## src/rtl/gprb_pkg.sv

```systemverilog
package gprb_pkg;
    localparam int PTR_W     = 3;
    localparam int NUM_PORTS = 2;

    typedef enum logic [1:0] {
        ST_IDLE = 2'd0,
        ST_CMD  = 2'd1,
        ST_DATA = 2'd2
    } bank_state_e;

    localparam logic [1:0] GRP_PIN = 2'd0;
    localparam logic [1:0] GRP_OUT = 2'd1;
    localparam logic [1:0] GRP_INV = 2'd2;
    localparam logic [1:0] GRP_DIR = 2'd3;
endpackage

```

## src/rtl/gprb_ctrl.sv

```systemverilog
module gprb_ctrl
    import gprb_pkg::*;
(
    input  logic             clk,
    input  logic             rst_n,
    input  logic             start_wr,
    input  logic             start_rd,
    input  logic             stop,
    input  logic             wr_en,
    input  logic [PTR_W-1:0] cmd_bits,
    input  logic             rd_en,
    output logic [PTR_W-1:0] ptr,
    output logic             reg_we,
    output logic             rd_fire
);
    bank_state_e state, nxt;
    logic        xfer_ev;
    logic        cmd_load;

    assign xfer_ev = stop | start_wr | start_rd;

    always_comb begin
        nxt = state;
        if (stop)          nxt = ST_IDLE;
        else if (start_wr) nxt = ST_CMD;
        else if (start_rd) nxt = ST_DATA;
        else begin
            unique case (state)
                ST_IDLE: nxt = ST_IDLE;
                ST_CMD:  if (wr_en) nxt = ST_DATA;
                ST_DATA: nxt = ST_DATA;
                default: nxt = ST_IDLE;
            endcase
        end
    end

    always_ff @(posedge clk or negedge rst_n) begin
        if (!rst_n) state <= ST_IDLE;
        else        state <= nxt;
    end

    always_comb begin
        cmd_load = 1'b0;
        reg_we   = 1'b0;
        rd_fire  = 1'b0;
        if (!xfer_ev) begin
            unique case (state)
                ST_IDLE: ;
                ST_CMD:  cmd_load = wr_en;
                ST_DATA: begin
                    reg_we  = wr_en;
                    rd_fire = rd_en & ~wr_en;
                end
                default: ;
            endcase
        end
    end

    always_ff @(posedge clk or negedge rst_n) begin
        if (!rst_n)                 ptr <= '0;
        else if (cmd_load)          ptr <= cmd_bits;
        else if (reg_we || rd_fire) ptr <= {ptr[PTR_W-1:1], ~ptr[0]};
    end


    ptr_toggle_chk: assert property (@(posedge clk) disable iff (!rst_n)
        (reg_we || rd_fire) |=> (ptr[0] != $past(ptr[0])) && (ptr[2:1] == $past(ptr[2:1])));

    pair_hold_chk: assert property (@(posedge clk) disable iff (!rst_n)
        !cmd_load |=> $stable(ptr[2:1]));

    cmd_to_data_chk: assert property (@(posedge clk) disable iff (!rst_n)
        cmd_load |=> (state == ST_DATA) && (ptr == $past(cmd_bits)));
endmodule

```

## src/rtl/gprb_regfile.sv

```systemverilog
module gprb_regfile
    import gprb_pkg::*;
#(
    parameter int PORT_W = 8
) (
    input  logic                        clk,
    input  logic                        rst_n,
    input  logic                        we,
    input  logic [PTR_W-1:0]            idx,
    input  logic [PORT_W-1:0]           wdata,
    output logic [NUM_PORTS*PORT_W-1:0] out_q,
    output logic [NUM_PORTS*PORT_W-1:0] inv_q,
    output logic [NUM_PORTS*PORT_W-1:0] dir_q
);
    for (genvar p = 0; p < NUM_PORTS; p++) begin : g_port
        logic sel;
        assign sel = we && (idx[0] == p[0]);
        always_ff @(posedge clk or negedge rst_n) begin
            if (!rst_n) begin
                out_q[p*PORT_W +: PORT_W] <= '1;
                inv_q[p*PORT_W +: PORT_W] <= '0;
                dir_q[p*PORT_W +: PORT_W] <= '1;
            end else if (sel) begin
                unique case (idx[2:1])
                    GRP_OUT: out_q[p*PORT_W +: PORT_W] <= wdata;
                    GRP_INV: inv_q[p*PORT_W +: PORT_W] <= wdata;
                    GRP_DIR: dir_q[p*PORT_W +: PORT_W] <= wdata;
                    default: ;
                endcase
            end
        end
    end


    pin_write_ignored_chk: assert property (@(posedge clk) disable iff (!rst_n)
        (we && idx[2:1] == GRP_PIN) |=> $stable(out_q) && $stable(inv_q) && $stable(dir_q));
endmodule

```

## src/rtl/gprb_rdmux.sv

```systemverilog
module gprb_rdmux
    import gprb_pkg::*;
#(
    parameter int PORT_W = 8
) (
    input  logic [PTR_W-1:0]            idx,
    input  logic [NUM_PORTS*PORT_W-1:0] pin_lvl,
    input  logic [NUM_PORTS*PORT_W-1:0] out_q,
    input  logic [NUM_PORTS*PORT_W-1:0] inv_q,
    input  logic [NUM_PORTS*PORT_W-1:0] dir_q,
    output logic [PORT_W-1:0]           rbyte
);
    logic [PORT_W-1:0] lvl_b, out_b, inv_b, dir_b;

    assign lvl_b = pin_lvl[idx[0]*PORT_W +: PORT_W];
    assign out_b = out_q[idx[0]*PORT_W +: PORT_W];
    assign inv_b = inv_q[idx[0]*PORT_W +: PORT_W];
    assign dir_b = dir_q[idx[0]*PORT_W +: PORT_W];

    always_comb begin
        unique case (idx[2:1])
            GRP_PIN: rbyte = lvl_b ^ inv_b;
            GRP_OUT: rbyte = out_b;
            GRP_INV: rbyte = inv_b;
            default: rbyte = dir_b;
        endcase
    end
endmodule

```

## src/rtl/gpio_pair_regbank.sv

```systemverilog
module gpio_pair_regbank
    import gprb_pkg::*;
#(
    parameter int PORT_W = 8
) (
    input  logic                        clk,
    input  logic                        rst_n,
    input  logic                        start_wr,
    input  logic                        start_rd,
    input  logic                        stop,
    input  logic                        wr_en,
    input  logic [PORT_W-1:0]           wr_byte,
    input  logic                        rd_en,
    output logic [PORT_W-1:0]           rd_data,
    output logic                        rd_valid,
    input  logic [NUM_PORTS*PORT_W-1:0] pin_in,
    output logic [NUM_PORTS*PORT_W-1:0] pin_oe,
    output logic [NUM_PORTS*PORT_W-1:0] pin_out
);
    localparam int PIN_N = NUM_PORTS * PORT_W;

    logic [PTR_W-1:0]  ptr;
    logic              reg_we, rd_fire;
    logic [PIN_N-1:0]  out_q, inv_q, dir_q;
    logic [PORT_W-1:0] rbyte;

    gprb_ctrl u_ctrl (
        .clk      (clk),
        .rst_n    (rst_n),
        .start_wr (start_wr),
        .start_rd (start_rd),
        .stop     (stop),
        .wr_en    (wr_en),
        .cmd_bits (wr_byte[PTR_W-1:0]),
        .rd_en    (rd_en),
        .ptr      (ptr),
        .reg_we   (reg_we),
        .rd_fire  (rd_fire)
    );

    gprb_regfile #(.PORT_W(PORT_W)) u_regs (
        .clk   (clk),
        .rst_n (rst_n),
        .we    (reg_we),
        .idx   (ptr),
        .wdata (wr_byte),
        .out_q (out_q),
        .inv_q (inv_q),
        .dir_q (dir_q)
    );

    gprb_rdmux #(.PORT_W(PORT_W)) u_rmux (
        .idx     (ptr),
        .pin_lvl (pin_in),
        .out_q   (out_q),
        .inv_q   (inv_q),
        .dir_q   (dir_q),
        .rbyte   (rbyte)
    );

    always_ff @(posedge clk or negedge rst_n) begin
        if (!rst_n) begin
            rd_data  <= '0;
            rd_valid <= 1'b0;
        end else begin
            rd_valid <= rd_fire;
            if (rd_fire) rd_data <= rbyte;
        end
    end

    assign pin_oe  = ~dir_q;
    assign pin_out = out_q;


    rd_valid_cause_chk: assert property (@(posedge clk) disable iff (!rst_n)
        rd_valid |-> $past(rd_en));

    oe_hold_chk: assert property (@(posedge clk) disable iff (!rst_n)
        ((pin_oe == '0) && !(reg_we && ptr[2:1] == GRP_DIR)) |=> (pin_oe == '0));

    idle_quiet_chk: assert property (@(posedge clk) disable iff (!rst_n)
        (stop && !start_wr && !start_rd) |=> !rd_valid);
endmodule

```

## config.mk

```make
export PLATFORM = sky130hd
export DESIGN_NAME = gpio_pair_regbank
export DESIGN_NICKNAME = d
export VERILOG_FILES = /design/src/rtl/gprb_pkg.sv /design/src/rtl/gprb_ctrl.sv /design/src/rtl/gprb_regfile.sv /design/src/rtl/gprb_rdmux.sv /design/src/rtl/gpio_pair_regbank.sv
export SDC_FILE = /design/constraint.sdc
export NUM_CORES = 1
export LEC_CHECK = 0
export BUFFER_PORTS_ARGS = -buffer_cell sky130_fd_sc_hd__buf_4
export CAP_MARGIN = 20
export CELL_PAD_IN_SITES_DETAIL_PLACEMENT = 0
export CELL_PAD_IN_SITES_GLOBAL_PLACEMENT = 1
export CORE_ASPECT_RATIO = 1.75
export CORE_MARGIN = 2
export CORE_UTILIZATION = 29
export DETAILED_ROUTE_END_ITERATION = 8
export HOLD_SLACK_MARGIN = 0.15
export PLACE_DENSITY_LB_ADDON = 0.1
export SLEW_MARGIN = 20
export SYNTH_ARGS = -nofsm -noshare
export SYNTH_HDL_FRONTEND = slang
export SYNTH_SLANG_ARGS = --single-unit
```

## constraint.sdc

```tcl
create_clock -name clk -period 6 [get_ports clk]
set_clock_uncertainty 0.15 [all_clocks]
set_input_delay 0.9 -clock clk [delete_from_list [all_inputs] [get_ports clk]]
set_output_delay 0.9 -clock clk [all_outputs]
set_load 0.05 [all_outputs]
```

-- Yosys cells after proc, flatten, opt, wreduce, memory -nomap -nowiden
Index checks and enable logic that the tools add are counted.
- multiplexer cells: 14
- shift-type cells: 4
- reduce and logical (&&, ||, !) cells: 11
- equal/unequal tests: 6
- bitwise operators: 7
- operators with widths (operator ; number):
    16-bit by 5-bit variable part select with 8-bit output ; 4
    8-bit one-hot mux with 3 select lines ; 1
    16-bit inverter ; 1
    2-bit AND reduction ; 6
    2-bit 2-to-1 mux ; 4
    8-bit XOR ; 1
    1-bit 2-to-1 mux ; 7
    2-bit equality test, second input constant ; 3
    5-bit inequality test, second input constant ; 1
    2-bit by 1-bit equality test with 1-bit output, second input constant ; 2
    2-bit one-hot mux with 2 select lines ; 1
    3-bit 2-to-1 mux ; 1
    1-bit logical AND ; 2
    2-bit zero test ; 1
    1-bit inverter ; 2
    1-bit OR ; 2
    2-bit nonzero test ; 1
    1-bit bitwise AND ; 1
    1-bit logical OR ; 1
- bits of input ports: 31
- logic and storage cells: 53
- register bits after elaboration: 62
- output and inout bits: 41

-- Depth between registers and ports, before layout
- word-level depth: 7
- mapped depth: 8
- gate-level depth less buffers: 6

-- By module
Synthesis repeated with hierarchy kept, for this count alone.
- cell total of the unflattened synthesis: 252
- area, all modules: 3353.2 µm²
- by module, submodules not included (module ; cells an instance ; times used ; seq. area each (µm²) ; area each (µm²)):
    gprb_regfile ; 107 ; 1 ; 1241.2 ; 1970.6
    gprb_rdmux ; 82 ; 1 ; 0.0 ; 661.9
    gpio_pair_regbank ; 34 ; 1 ; 225.2 ; 416.6
    gprb_ctrl ; 29 ; 1 ; 125.1 ; 304.0

-- Worst setup path after synthesis
Ideal clock, no wire load.
- path type: input to register
- start: input port start_wr
- end: register u_regs.inv_q[0]
- required time: 5725 ps
- library setup time: 125 ps
- path buffers: 0
- arrival time: 2062 ps
- setup slack: 3663 ps
- cell stages on the path: 4
- path through: nor3_4 > nand4b_4 > nor3b_4 > mux2_2
- longest elaborated chain between the ends: 5
- RTL lines (item ; RTL line ; source):
    start, declared ; gpio_pair_regbank.sv:8 ; input logic start_wr,
    1-bit OR (2 in series) ; gprb_ctrl.sv:20 ; assign xfer_ev = stop | start_wr | start_rd;
    1-bit 2-to-1 mux ; gprb_ctrl.sv:46 ; if (!xfer_ev) begin
    1-bit logical AND ; gprb_regfile.sv:17 ; assign sel = we && (idx[0] == p[0]);
    2-bit AND reduction (no source line) ; - ;
    end signal, assigned by index ; gprb_regfile.sv:26 ; GRP_INV: inv_q[p*PORT_W +: PORT_W] <= wdata;
    end, declared ; gprb_regfile.sv:12 ; output logic [NUM_PORTS*PORT_W-1:0] inv_q,
Every way passes these cells.
A chain may end at the register's enable or synchronous reset.

-- Worst setup path after layout
- start: register u_ctrl.ptr[1]
- end: register rd_data[3]
- longest elaborated chain between the ends: 2
- elaborated cells between the ends (all ways): 4
- those cells by class: eq/ne (2); mux (1); reduce/logical (1)
- RTL lines (item ; RTL line ; source):
    start, declared ; gprb_ctrl.sv:12 ; output logic [PTR_W-1:0] ptr,
    start signal, assigned ; gprb_ctrl.sv:61 ; else if (cmd_load) ptr <= cmd_bits;
    start signal, assigned ; gprb_ctrl.sv:62 ; else if (reg_we || rd_fire) ptr <= {ptr[PTR_W-1:1], ~ptr[0]};
    2-bit equality test, or another cell as far along ; gprb_rdmux.sv:21 ; unique case (idx[2:1])
    8-bit one-hot mux with 3 select lines (*) ; gprb_rdmux.sv:21 ;
    end signal, assigned ; gpio_pair_regbank.sv:67 ; if (rd_fire) rd_data <= rbyte;
    end, declared ; gpio_pair_regbank.sv:14 ; output logic [PORT_W-1:0] rd_data,
Every way passes the cells marked *; elsewhere a longest branch is shown, timed or not.

==> metrics.csv <==
metric,value,unit
status,completed,
MaxCap Viol Count,0,
TritonCTS clock tree,done,
PostCTS Resize Cnt,0,
Num Clock Sinks,62,
ant diodes,0,
Post-DP HPWL,5.86,mm
"Design Area, Final",4180,um2
Synth async-reset ratio,100,%
Core Footprint,11000,um2
Worst Setup Path Type,reg2reg,
largest area contributor in the netlist,dfstp_2,
die width,83.7,um
period utilization,46.0,%
Placed Instances,446,
Multi-input gate area,1500,um2
GRT Util Overall,15.3,%
Synth Instances,252,
vias after detailed routing,2281,
Mean Syn Cell Area,12.8,um2
Residual DRC,0,
Syn Nets,285,
Pleak,1.88,nW
RePlAce Congestion,0.704,
largest cells by area after synthesis,"dfstp_2 26%, dfrtp_1 23%, mux2_2 17%",
max frequency,362,MHz
Crit Path Max Fanout,23,
Num CTS Buffers,9,
DRT Pass-1 Iters,4,
Final min period,2.76,ns
first-pass GRT wire length,13.6,mm
HP Start,u_regs.inv_q[15],
Via density,4.94,
ys flop type,dfstp_2,
Overflow after GRT,0,
Max VDD drop,0.000149,V
total chip power,0.00124,W
later-pin clock latency in the skew report,0.33,ns
post-synth top area share,26.1,%
largest net degree at the start of global routing,63,
# port buffers,71,
Synth-to-Final Area Change,29.5,%
detail-routed net length per standard cell,19.0,um
vias in the first global route,2391,
initial core utilization,29.4,%
launch point of the worst path,u_ctrl.ptr[1],
layout cells sized above 1,56.1,%
worst-margin pin slew,0.834,ns
fin util,38.1,%
Netlist cell types,41,
Synth Cell Area,3220,um2
CP arrival,2.78,ns
Antenna Violating Nets Remaining,0,
final instance count without filler cells,462,
H-tree Lvls,3,
RSZ-0062 raised after global routing,no,
Setup TNS Final,0,ns
postcts setup bufs,0,
YS warnings,0,
Worst Hold Class,reg2reg,
CTS Root Cell,clkbuf_16,
initial antenna violation count,0,
# setup viols final,0,
CP Data Required Time,6.02,ns
startpoint types,flop,
RR Startpoint,u_ctrl.ptr[1],
max-slew violations,0,
post-synthesis sequential element count,62,
Rows,51,
Worst-path clk slew,0.05,ns
dpl cell area,3870,um2
fin nets,358,
DR iter-0 viols,135,
relative slew slack,44.4,%
Post-CTS Hold Fix Bufs,0,
die area,12000,um2
Worst R2R Setup Slack,3.24,ns
Seq. cell area,1590,um2
Worst Setup End Kind,flop,
DIE HEIGHT,143,um
Max clock buf depth,2,
final WL,8.79,mm
P per Cell Area,297,nW/um2
Final Hold Fails,0,
sequential-to-total area share from yosys stat,49.4,%
filler instances,1115,
number of flops mapped to enable cells by yosys,0,
io pins,72,
## synthesized netlist by cell type, drive strengths merged (7+ instances only)
library cell,instances
mux4,8
a31oi,8
buf,9
nand3b,9
o21ai,7
mux2i,17
nor2,11
dfstp,32
mux2,50
nand2,11
dfrtp,30
a32oi,7
and2,7
inv,19
## flip-flops by register name, indices dropped and copies added (netlist names)
signal and flops:
u_ctrl.state 2, u_ctrl.ptr 3, u_regs.inv_q 16, u_regs.out_q 16, rd_data 8, u_regs.dir_q 16, rd_valid 1
## routing by layer
layer / global-route usage [%] / vias to the layer above / wire length (um)
met3: 2.99 / 12 / 259
met1: 18.6 / 1163 / 3760
met2: 26.3 / 46 / 4640
met5: 0 / - / 0
li1: - / 1060 / -
met4: 6.62 / 0 / 125
## critical path, cell delays in order, from the launching register on
cell and delay, ns:
dfrtp_1 0.85, nor2b_1 0.63, buf_4 0.30, mux4_2 0.50, nand2_1 0.07, a31oi_1 0.09
## report_power, final
part	leakage [nW]	switching (W)	internal, W
combinational	0.988	0.000147	0.0000985
sequential	0.737	0.0000303	0.000443
clock	0.152	0.000181	0.000342
total	1.88	0.000358	0.000883
## cells by family (layout without fill, tap and decap cells)
group | Yosys count | in the layout | synth area share, %
adder cells (fa/ha/maj) | 2 | 2 | 0.776
AO/OA/AOI/OAI | 30 | 30 | 6.33
AND/OR/NAND/NOR | 53 | 53 | 11.1
buffers and inverters | 30 | 108 | 4.15
flip-flops | 62 | 62 | 49.4
multiplexers | 75 | 75 | 28.3
## layout make-up
cell class | instances | area share [%]
sequential | 62 | 38.1
multi-input combinational | 160 | 35.9
timing repair buffer | 73 | 13.1
clock buffer | 12 | 6.14
tap | 132 | 3.95
inverter | 19 | 1.71
clock inverter | 4 | 1.08
## per-stage QoR
step | hold slack (ns) | setup WS [ns]
finish | 0.376 | 3.24
global route | 0.396 | 3.05
CTS | 0.377 | 3.20
detailed placement | 0.365 | 3.14
global placement | 0.356 | 3.14
floorplan | 0.343 | 3.66
## path summary, 6_finish.rpt
check / cells after the start / to
min in group asynchronous: 1 / rd_data[1]
max reg2reg: 5 / rd_data[3]
min reg2reg: 1 / u_regs.inv_q[15]
min: 1 / u_regs.inv_q[15]
max in group asynchronous: 1 / u_regs.inv_q[7]
max: 5 / rd_data[3]
## cells in the final DEF (no fill, tap or decap), types with 2 or more instances in the layout
master | Yosys | routed
a21oi_1 | 3 | 3
a31oi_1 | 8 | 8
a32oi_1 | 7 | 7
and2_1 | 7 | 7
buf_4 | 2 | 73
clkbuf_16 | 0 | 9
clkbuf_8 | 0 | 2
clkinv_2 | 0 | 3
dfrtp_1 | 30 | 30
dfstp_2 | 32 | 32
ha_1 | 2 | 2
inv_1 | 19 | 19
mux2_2 | 49 | 49
mux2i_1 | 17 | 17
mux4_2 | 8 | 8
nand2_1 | 10 | 10
nand3_1 | 2 | 2
nand3b_1 | 8 | 8
nor2_1 | 10 | 10
nor2b_1 | 2 | 2
nor3b_4 | 2 | 2
o21ai_0 | 7 | 7
No activity file was read; power rests on OpenSTA's default activity.
